## config.mk

```make
export PLATFORM = sky130hd
export DESIGN_NAME = fuse_rd_seq
export DESIGN_NICKNAME = d
export VERILOG_FILES = /design/src/rtl/fuse_rd_pkg.sv /design/src/rtl/fuse_dly_cnt.sv /design/src/rtl/fuse_win_calc.sv /design/src/rtl/fuse_lane_mux.sv /design/src/rtl/fuse_rd_seq.sv
export SDC_FILE = /design/constraint.sdc
export NUM_CORES = 1
export LEC_CHECK = 0
export ABC_CLOCK_PERIOD_IN_PS = 6670
export CAP_MARGIN = 15
export CORE_UTILIZATION = 56
export DETAILED_ROUTE_END_ITERATION = 12
export PLACE_DENSITY = 0.92
export SYNTH_ARGS = -nofsm -noshare
export SYNTH_HDL_FRONTEND = slang
export SYNTH_SLANG_ARGS = --single-unit
```

## constraint.sdc

```tcl
create_clock -name clk -period 6.67 [get_ports clk]
set_input_delay 1.334 -clock clk [delete_from_list [all_inputs] [get_ports clk]]
set_output_delay 1.334 -clock clk [all_outputs]
set_load 0.005 [all_outputs]
```

## src/rtl/fuse_rd_pkg.sv

```systemverilog
package fuse_rd_pkg;
  localparam int CTRL_W   = 32;
  localparam int CB_CSB   = 0;
  localparam int CB_STB   = 1;
  localparam int CB_LOAD  = 2;
  localparam int CB_PGENB = 3;
  localparam int CB_PD    = 5;
  localparam int CB_RSB   = 7;
  localparam int CB_SSS   = 9;
  localparam int ADDR_LSB = 16;
  localparam int ADDR_W   = 10;

  typedef enum logic [2:0] {
    ST_IDLE, ST_SETUP, ST_STROBE, ST_EMIT, ST_HOLD
  } seq_state_t;

  function automatic logic [CTRL_W-1:0] standby_word();
    logic [CTRL_W-1:0] w;
    w = '0;
    w[CB_PD]  = 1'b1;
    w[CB_CSB] = 1'b1;
    return w;
  endfunction

  function automatic logic [CTRL_W-1:0] readmode_word();
    logic [CTRL_W-1:0] w;
    w = '0;
    w[CB_LOAD]  = 1'b1;
    w[CB_PGENB] = 1'b1;
    w[CB_RSB]   = 1'b1;
    w[CB_SSS]   = 1'b1;
    return w;
  endfunction
endpackage

```

## src/rtl/fuse_dly_cnt.sv

```systemverilog
module fuse_dly_cnt #(
  parameter int LIMIT = 100
) (
  input  logic clk,
  input  logic rst_n,
  input  logic clr,
  output logic expired
);
  localparam int CNT_W = (LIMIT > 1) ? $clog2(LIMIT) : 1;
  localparam logic [CNT_W-1:0] LAST = CNT_W'(LIMIT - 1);

  logic [CNT_W-1:0] cnt;

  always_ff @(posedge clk or negedge rst_n) begin
    if (!rst_n)          cnt <= '0;
    else if (clr)        cnt <= '0;
    else if (cnt != LAST) cnt <= cnt + 1'b1;
  end

  assign expired = (cnt == LAST);
endmodule

```

## src/rtl/fuse_win_calc.sv

```systemverilog
module fuse_win_calc #(
  parameter int OFF_W  = 8,
  parameter int SIZE_W = 8,
  parameter int NWORDS = 32,
  parameter int BPW    = 4
) (
  input  logic [OFF_W-1:0]                     offset,
  input  logic [SIZE_W-1:0]                    size,
  output logic                                 empty,
  output logic [$clog2(NWORDS+1)-1:0]          start_word,
  output logic [$clog2(NWORDS+1)-1:0]          end_word,
  output logic [$clog2(NWORDS*BPW+1)-1:0]      first_byte,
  output logic [$clog2(NWORDS*BPW+1)-1:0]      end_byte
);
  localparam int NBYTES = NWORDS * BPW;
  localparam int LANE_W = $clog2(BPW);
  localparam int WORD_W = $clog2(NWORDS + 1);
  localparam int BYTE_W = $clog2(NBYTES + 1);
  localparam int SUM_W  = ((OFF_W > SIZE_W) ? OFF_W : SIZE_W) + 2;

  localparam logic [SUM_W-1:0] NBYTES_S = SUM_W'(NBYTES);
  localparam logic [SUM_W-1:0] NWORDS_S = SUM_W'(NWORDS);
  localparam logic [SUM_W-1:0] ROUND_S  = SUM_W'(BPW - 1);

  logic [SUM_W-1:0] off_s, sum_s, ceil_s, endb_s;

  always_comb begin
    off_s  = SUM_W'(offset);
    sum_s  = off_s + SUM_W'(size);
    ceil_s = (sum_s + ROUND_S) >> LANE_W;
    endb_s = (sum_s > NBYTES_S) ? NBYTES_S : sum_s;
    empty      = (size == '0) || (off_s >= NBYTES_S);
    start_word = WORD_W'(off_s >> LANE_W);
    end_word   = WORD_W'((ceil_s > NWORDS_S) ? NWORDS_S : ceil_s);
    first_byte = BYTE_W'(off_s);
    end_byte   = BYTE_W'(endb_s);
  end
endmodule

```

## src/rtl/fuse_lane_mux.sv

```systemverilog
module fuse_lane_mux #(
  parameter int BPW = 4
) (
  input  logic [BPW*8-1:0]                      word,
  input  logic [(BPW > 1 ? $clog2(BPW) : 1)-1:0] lane,
  output logic [7:0]                            byte_out
);
  logic [BPW-1:0][7:0] lanes;

  for (genvar k = 0; k < BPW; k++) begin : g_lane
    assign lanes[k] = word[k*8 +: 8];
  end

  assign byte_out = lanes[lane];
endmodule

```

## src/rtl/fuse_rd_seq.sv

```systemverilog
module fuse_rd_seq
  import fuse_rd_pkg::*;
#(
  parameter int CYC_PER_US = 100,
  parameter int NWORDS     = 32,
  parameter int BPW        = 4,
  parameter int OFF_W      = 8,
  parameter int SIZE_W     = 8
) (
  input  logic              clk,
  input  logic              rst_n,
  input  logic              i_start,
  input  logic [OFF_W-1:0]  i_offset,
  input  logic [SIZE_W-1:0] i_size,
  output logic              o_busy,
  output logic              o_done,
  output logic              m_valid,
  input  logic              m_ready,
  output logic [7:0]        m_data,
  output logic [31:0]       fuse_ctrl,
  input  logic [31:0]       fuse_dout
);
  localparam int NBYTES = NWORDS * BPW;
  localparam int LANE_W = (BPW > 1) ? $clog2(BPW) : 1;
  localparam int WORD_W = $clog2(NWORDS + 1);
  localparam int BYTE_W = $clog2(NBYTES + 1);
  localparam int DATA_W = BPW * 8;

  seq_state_t         state;
  logic [WORD_W-1:0]  word, end_word;
  logic [BYTE_W-1:0]  cur_byte, end_byte;
  logic [DATA_W-1:0]  data_q;

  logic               req_empty;
  logic [WORD_W-1:0]  req_start_word, req_end_word;
  logic [BYTE_W-1:0]  req_first_byte, req_end_byte;
  logic               tmr_clr, tmr_exp;
  logic               emitting, more_words, accept;
  logic [WORD_W-1:0]  word_nxt;

  fuse_win_calc #(
    .OFF_W(OFF_W), .SIZE_W(SIZE_W), .NWORDS(NWORDS), .BPW(BPW)
  ) u_win (
    .offset     (i_offset),
    .size       (i_size),
    .empty      (req_empty),
    .start_word (req_start_word),
    .end_word   (req_end_word),
    .first_byte (req_first_byte),
    .end_byte   (req_end_byte)
  );

  fuse_dly_cnt #(.LIMIT(CYC_PER_US)) u_tmr (
    .clk     (clk),
    .rst_n   (rst_n),
    .clr     (tmr_clr),
    .expired (tmr_exp)
  );

  fuse_lane_mux #(.BPW(BPW)) u_lane (
    .word     (data_q[DATA_W-1:0]),
    .lane     (LANE_W'(cur_byte)),
    .byte_out (m_data)
  );

  assign accept     = (state == ST_IDLE) && i_start;
  assign word_nxt   = word + 1'b1;
  assign more_words = (word_nxt < end_word);
  assign emitting   = (cur_byte < end_byte) &&
                      (WORD_W'(cur_byte >> LANE_W) == word);

  always_comb begin
    tmr_clr = 1'b0;
    unique case (state)
      ST_IDLE:   tmr_clr = accept && !req_empty;
      ST_SETUP:  tmr_clr = tmr_exp;
      ST_STROBE: tmr_clr = 1'b0;
      ST_EMIT:   tmr_clr = !emitting;
      ST_HOLD:   tmr_clr = tmr_exp && more_words;
      default:   tmr_clr = 1'b0;
    endcase
  end

  always_ff @(posedge clk or negedge rst_n) begin
    if (!rst_n) begin
      state    <= ST_IDLE;
      word     <= '0;
      end_word <= '0;
      cur_byte <= '0;
      end_byte <= '0;
      data_q   <= '0;
      o_done   <= 1'b0;
    end else begin
      o_done <= 1'b0;
      unique case (state)
        ST_IDLE: if (accept) begin
          if (req_empty) begin
            o_done <= 1'b1;
          end else begin
            state    <= ST_SETUP;
            word     <= req_start_word;
            end_word <= req_end_word;
            cur_byte <= req_first_byte;
            end_byte <= req_end_byte;
          end
        end
        ST_SETUP: if (tmr_exp) state <= ST_STROBE;
        ST_STROBE: if (tmr_exp) begin
          data_q <= fuse_dout[DATA_W-1:0];
          state  <= ST_EMIT;
        end
        ST_EMIT: begin
          if (!emitting)    state    <= ST_HOLD;
          else if (m_ready) cur_byte <= cur_byte + 1'b1;
        end
        ST_HOLD: if (tmr_exp) begin
          if (more_words) begin
            word  <= word_nxt;
            state <= ST_STROBE;
          end else begin
            state  <= ST_IDLE;
            o_done <= 1'b1;
          end
        end
        default: state <= ST_IDLE;
      endcase
    end
  end

  assign o_busy  = (state != ST_IDLE);
  assign m_valid = (state == ST_EMIT) && emitting;

  always_comb begin
    if (state == ST_IDLE) begin
      fuse_ctrl = standby_word();
    end else begin
      fuse_ctrl = readmode_word();
      fuse_ctrl[ADDR_LSB +: ADDR_W] = ADDR_W'(word);
      fuse_ctrl[CB_STB] = (state == ST_STROBE);
    end
  end
endmodule

```

==> impl_metrics.env, run 1 <==
export IMPL_post_synth_num_cell_types=64
export IMPL_rsz_0062_raised_after_global_routing="false"
export IMPL_clock_power_share=0.181
export IMPL_synth_main_ff_cell="dfrtp_1"
export IMPL_r2r_end="word[1]"
export IMPL_initial_antenna_violation_count=1
export IMPL_routed_wirelength_um=10600
export IMPL_final_hold_viol_count=0
export IMPL_fmax_ghz=0.222
export IMPL_post_route_utilization=0.695
export IMPL_timing_slew_headroom=0.356
export IMPL_final_clock_period_utilization_by_the_worst_path=0.677
export IMPL_post_place_ws_ns=2.33
export IMPL_p_int_mw=1.15
export IMPL_timing_clock_skew_ns=0.0134
export IMPL_fraction_of_final_layout_cells_sized_beyond_drive_strength_1=0.146
export IMPL_design_final_nets=578
export IMPL_firstDrtPassIters=5
export IMPL_placementRows=32
export IMPL_regToRegSetupSlack_ns=3.79
export IMPL_layout_area_overhead_vs_synth_pct=18.7
export IMPL_setup_viol_count_final=0
export IMPL_clock_path_buffers=2
export IMPL_ff2ff_path_depth=8
export IMPL_cts_made_buffers=9
export IMPL_crit_path_max_fanout=19
export IMPL_die_area_um2=8570
export IMPL_cts_tree="yes"
export IMPL_syn_area_um2=4590
export IMPL_tightestPinTransition_ns=0.966
export IMPL_timing_hold_worst_endpoint="data_q[23]"
export IMPL_cts_sink_count=71
export IMPL_sequential_fraction_of_the_synthesis_area=0.387
export IMPL_synth_area_per_cell_um2=10.4
export IMPL_hold_path_class="flop to flop"
export IMPL_global_route_congestion_overflow_total=0
export IMPL_drc=0
export IMPL_path_clk_slew_ns=0.07
export IMPL_insertedDiodeCount=0
export IMPL_pwr_share_seq=0.382
export IMPL_h_tree_depth=3
export IMPL_fin_setup_tns_ns=0
export IMPL_most_common_layout_cells="74 x clkdlybuf4s50_1, 71 x dfrtp_1, 38 x mux2_2"
export IMPL_timing_final_crit_period_ns=4.51
export IMPL_drv_max_cap_violation_count=0
export IMPL_hold_start="data_q[23]"
export IMPL_port_buffers=75
export IMPL_netlist_instances=442
export IMPL_most_common_cell_after_layout_fill_and_taps_aside="clkdlybuf4s50_1"
export IMPL_cellPowerDensity_nw_per_um2=338
export IMPL_cp_start_kind="flop"
export IMPL_hpwlAfterDp_um=7840
export IMPL_yosys_register_bits=71
export IMPL_timing_final_max_slew_violations=0
export IMPL_route_vias_total=3657
export IMPL_grt_util_all_layers=0.261
export IMPL_setup_ws_ns=2.16
export IMPL_switchingPower_uw=692
export IMPL_grt_start_max_net_pins=72
export IMPL_combinationalPowerShare=0.437
export IMPL_p_sw_frac=0.376
export IMPL_boundary_pin_count=95
export IMPL_wl_per_cell_um=17.5
export IMPL_grt_pass1_vias=3578
export IMPL_die_height_um=92.6
export IMPL_hold_buffers=0
export IMPL_gpl_final_weighted_congestion=0.892
export IMPL_initialDrtViolationCount=288
export IMPL_ant_nets=0
export IMPL_root_buffer="clkbuf_8"
export IMPL_core_area_um2=7850
export IMPL_result_of_the_run="completed"
export IMPL_worst_r2r_startpoint="word[0]"
export IMPL_power_leakage_nw=2.37
export IMPL_die_width_um=92.6
export IMPL_final_fill_count=559
export IMPL_clock_insertion_delay_worst_skew_ns=0.35
export IMPL_worst_ep_arrival_time_ns=3.18
export IMPL_cts_setup_buffers=0
export IMPL_yosys_warnings=0
export IMPL_timing_hold_worst_path_depth=1
export IMPL_synth_top_cells_by_area="dfrtp_1 39%, mux2_2 9.3%, ha_1 6.3%"
export IMPL_synth_largest_area_cell="dfrtp_1"
export IMPL_criticalPathCategory="flop to output pin"
export IMPL_synthDominantCellAreaShare=0.387
export IMPL_grt_first_pass_wirelength_um=17300
export IMPL_endpoint_kind="output pin"
export IMPL_cts_resized_gates=0
export IMPL_count_of_flip_flops_with_a_built_in_enable_after_synthesis=0
export IMPL_vdd_drop_max_mv=0.170
export IMPL_timing_critical_path_required_ns=5.34
export IMPL_async_flop_share=1.00
export IMPL_post_drt_via_cell_ratio=6.01
export IMPL_initial_utilization=0.585
[worst max-delay path by stage]
stage / start / to / slack [ns]
floorplan: i_offset[0] / end_word[1] / 3.36
global placement: i_offset[5] / end_word[1] / 2.38
detailed placement: i_offset[5] / end_word[1] / 2.33
CTS: cur_byte[1] / m_valid / 2.18
global route: cur_byte[1] / m_valid / 1.98
finish: cur_byte[1] / m_valid / 2.16
[final cells by class]
cell class / instances / area [um^2] / area share
clock buffer: 9 / 124 / 0.0227
clock inverter: 6 / 61.3 / 0.0112
inverter: 20 / 75.1 / 0.0138
multi-input combinational: 323 / 2530 / 0.464
sequential: 71 / 1780 / 0.326
tap: 102 / 128 / 0.0234
timing repair buffer: 77 / 761 / 0.139
[per-layer routing]
| metal | routed length [um] | part of all wire | up-vias | track usage |
|---|---|---|---|---|
| met5 | 13 | 0.0012 | - | 0 |
| met4 | 373 | 0.035 | 2 | 0.115 |
| met3 | 554 | 0.052 | 39 | 0.0525 |
| met2 | 5160 | 0.49 | 149 | 0.427 |
| met1 | 4530 | 0.43 | 1780 | 0.336 |
| li1 | - | - | 1687 | - |
[metrics by stage]
| stage | instance area, um^2 | power (mW) | instances | hold WS (ns) |
|---|---|---|---|---|
| after floorplan | 4660 | 1.22 | 460 | 0.473 |
| after global placement | 5270 | 1.45 | 593 | 0.483 |
| after detailed placement | 5270 | 1.50 | 593 | 0.490 |
| after CTS | 5450 | 1.84 | 608 | 0.507 |
| after global routing | 5450 | 1.97 | 608 | 0.519 |
| final | 5450 | 1.84 | 608 | 0.503 |
[critical path: stages, from the launching register on]
cell and delay (ns):
dfrtp_1 0.68, ha_1 0.33, a21o_1 0.18, a211oi_1 0.29
o31a_1 0.64, and2_1 0.22, clkdlybuf4s50_1 0.49
[cells by family (layout without fill, tap and decap cells)]
| logic type | after synthesis | count (layout) | share of synthesized area |
|---|---|---|---|
| and+or+nand+nor | 112 | 112 | 0.127 |
| DFF | 71 | 71 | 0.387 |
| other | 1 | 19 | 0.000816 |
| adders and majority gates | 24 | 24 | 0.0670 |
| buffers and inverters | 66 | 112 | 0.0776 |
| xor gates and xnor gates | 24 | 24 | 0.0458 |
| AOI/OAI and AO/OA | 88 | 88 | 0.141 |
| muxes | 56 | 56 | 0.154 |
[power groups by stage]
stage	clock, mW	sequential (mW)	combinational, mW
after global placement	0	0.701	0.753
after floorplan	0	0.624	0.597
after detailed placement	0	0.707	0.793
final	0.332	0.704	0.805
after CTS	0.333	0.700	0.803
after global routing	0.355	0.724	0.889
[state kept, by name (all words and copies together), names as in the netlist]
register,cells
end_word,6
o_done,1
data_q,32
cur_byte,8
state,3
u_tmr.cnt,7
word,6
end_byte,8
[synth_stat cells, types with 11 or more instances]
library cell and count:
nand2_1 20, ha_1 23, inv_1 20, nand3_1 11, buf_4 24, a21oi_1 15, mux2_2 38, dfrtp_1 71
nor2_1 28, xnor2_1 11, xor2_1 13, a211oi_1 12
Note: power is estimated with default switching activity, not from simulation.
==> inputs of run 2 (changes only) <==
ABC_CLOCK_PERIOD_IN_PS = 4700   (was 6670)
CORE_UTILIZATION = 52   (was 56)
PLACE_DENSITY = 0.87   (was 0.92)
clock period = 4.7 ns   (was 6.67 ns; I/O delays follow)
==> impl_metrics.env, run 2 (same netlist as run 1, synthesis figures left out) <==
export IMPL_result_of_the_run="completed"
export IMPL_total_power_mw=2.62
export IMPL_largest_register="data_q"
export IMPL_crit_path_frequent_cell="a21o_1"
export IMPL_worst_ep_arrival_time_ns=2.90
export IMPL_timing_critical_path_slowest_cell_delay_ns=0.49
export IMPL_fmax_ghz=0.260
export IMPL_max_reg_flops=32
export IMPL_cts_resized_gates=0
export IMPL_design_area_um2=5470
export IMPL_combinationalPowerShare=0.436
export IMPL_hpwlAfterDp_um=8400
export IMPL_clock_path_buffers=2
export IMPL_firstDrtPassIters=5
export IMPL_h_tree_depth=3
export IMPL_most_common_layout_cells="74 x clkdlybuf4s50_1, 71 x dfrtp_1, 38 x mux2_2"
export IMPL_drc=0
export IMPL_initialDrtViolationCount=256
export IMPL_critical_path_slowest_cell="dfrtp_1"
export IMPL_hold_buffers=0
export IMPL_power_leakage_nw=2.37
export IMPL_post_drt_via_cell_ratio=6.05
export IMPL_wl_per_cell_um=18.1
export IMPL_cts_tree="yes"
export IMPL_tightestPinTransition_ns=0.730
export IMPL_endpoint_kind="output pin"
export IMPL_grt_first_pass_wirelength_um=18000
export IMPL_port_buffers=75
export IMPL_fin_hold_ws_ns=0.517
export IMPL_p_sw_frac=0.390
export IMPL_setup_viol_count_final=0
export IMPL_timing_critical_path_required_ns=3.76
export IMPL_rsz_0062_raised_after_global_routing="false"
export IMPL_hold_path_class="flop to flop"
export IMPL_design_final_nets=580
export IMPL_final_clock_period_utilization_by_the_worst_path=0.817
export IMPL_pwr_share_seq=0.385
export IMPL_switchingPower_mw=1.02
export IMPL_die_width_um=96.0
export IMPL_cts_sink_count=71
export IMPL_regToRegSetupSlack_ns=1.86
export IMPL_vdd_drop_max_mv=0.254
export IMPL_hold_start="data_q[30]"
export IMPL_layout_area_overhead_vs_synth_pct=19.1
export IMPL_cts_setup_buffers=0
export IMPL_placed_area_um2=5290
export IMPL_die_area_um2=9220
export IMPL_initial_antenna_violation_count=0
export IMPL_place_detailed_instances=598
export IMPL_timing_clock_skew_ns=0.0192
export IMPL_r2r_end="word[1]"
export IMPL_worstPathCellList="ha_1 > a21o_1 > a21o_1 > a211oi_1 > o31a_1 > buf_4 > and2_1 > clkdlybuf4s50_1"
export IMPL_fin_setup_tns_ns=0
export IMPL_ff2ff_path_depth=9
export IMPL_timing_slew_headroom=0.513
export IMPL_clock_power_share=0.179
export IMPL_worst_r2r_startpoint="word[0]"
export IMPL_cellPowerDensity_nw_per_um2=478
export IMPL_die_height_um=96.0
export IMPL_critPathBufInv=2
export IMPL_fraction_of_final_layout_cells_sized_beyond_drive_strength_1=0.151
export IMPL_critPathTopFamily="compound AO/OA/AOI/OAI gates"
export IMPL_p_int_mw=1.60
export IMPL_area_used_by_multi_input_combinational_logic_um2=2530
export IMPL_grt_start_max_net_pins=40
export IMPL_route_vias_total=3716
export IMPL_drv_max_cap_violation_count=0
export IMPL_global_route_congestion_overflow_total=0
export IMPL_cts_made_buffers=9
export IMPL_grt_util_all_layers=0.259
export IMPL_root_buffer="clkbuf_8"
export IMPL_timing_final_crit_period_ns=3.84
export IMPL_sequential_cell_area_um2=1780
export IMPL_grt_pass1_vias=3780
export IMPL_ant_nets=0
export IMPL_reg_top3="data_q x32, cur_byte x8, end_byte x8"
export IMPL_criticalPathCategory="flop to output pin"
export IMPL_gpl_final_weighted_congestion=0.937
export IMPL_cp_start_kind="flop"
export IMPL_insertedDiodeCount=0
export IMPL_final_fill_count=652
export IMPL_count_of_non_filler_cells_in_the_finished_layout=614
export IMPL_timing_hold_worst_path_depth=1
export IMPL_timing_hold_worst_endpoint="data_q[30]"
export IMPL_boundary_pin_count=95
export IMPL_most_common_cell_after_layout_fill_and_taps_aside="clkdlybuf4s50_1"
export IMPL_path_clk_slew_ns=0.08
export IMPL_placementRows=33
export IMPL_timing_final_max_slew_violations=0
export IMPL_final_hold_viol_count=0
export IMPL_clock_insertion_delay_worst_skew_ns=0.36
export IMPL_routed_wirelength_um=11100
export IMPL_core_area_um2=8380
export IMPL_initial_utilization=0.548
export IMPL_crit_path_max_fanout=19
## run 2: cell types whose count changed in the layout (fill, tap and decap cells not counted), sizes merged
cell	change
buf	+2
bufinv	-1
clkinv	-2
clkinvlp	+1
inv	+3
## run 2: worst max-delay path by stage
stage | start | endpoint | slack [ns] | cells after the start
after global placement | i_offset[5] | end_word[1] | 1.08 | 8
after floorplan | i_offset[0] | end_word[1] | 1.79 | 8
final | cur_byte[4] | m_valid | 0.86 | 8
after global routing | cur_byte[4] | m_valid | 0.74 | 8
after detailed placement | i_offset[5] | end_word[3] | 1.02 | 8
after CTS | cur_byte[1] | m_valid | 0.88 | 7
## run 2: cell type report
class                      count  area share
clock buffer                   9      0.0226
tap                          105      0.0240
sequential                    71       0.325
multi-input combinational    323       0.462
timing repair buffer          79       0.142
clock inverter                 7      0.0112
inverter                      20      0.0137
## run 2: routing by layer
metal | track usage | up-vias | wire [um]
li1 | - | 1699 | -
met1 | 0.317 | 1815 | 4430
met2 | 0.434 | 182 | 5470
met3 | 0.0687 | 20 | 1030
met4 | 0.103 | 0 | 167
met5 | 0 | - | 0
## run 2: stage by stage
| stage | utilization | setup WS (ns) |
|---|---|---|
| after detailed placement | 0.631 | 1.02 |
| after floorplan | - | 1.79 |
| after global routing | 0.653 | 0.739 |
| final | 0.653 | 0.858 |
| after global placement | 0.631 | 1.08 |
| after CTS | 0.653 | 0.875 |
## run 2: power groups by stage
stage / combinational [mW] / sequential, mW / clock (mW)
final: 1.14 / 1.01 / 0.467
after detailed placement: 1.13 / 1.02 / 0
after global placement: 1.07 / 1.00 / 0
after floorplan: 0.847 / 0.885 / 0
after global routing: 1.29 / 1.03 / 0.496
after CTS: 1.14 / 1.00 / 0.473
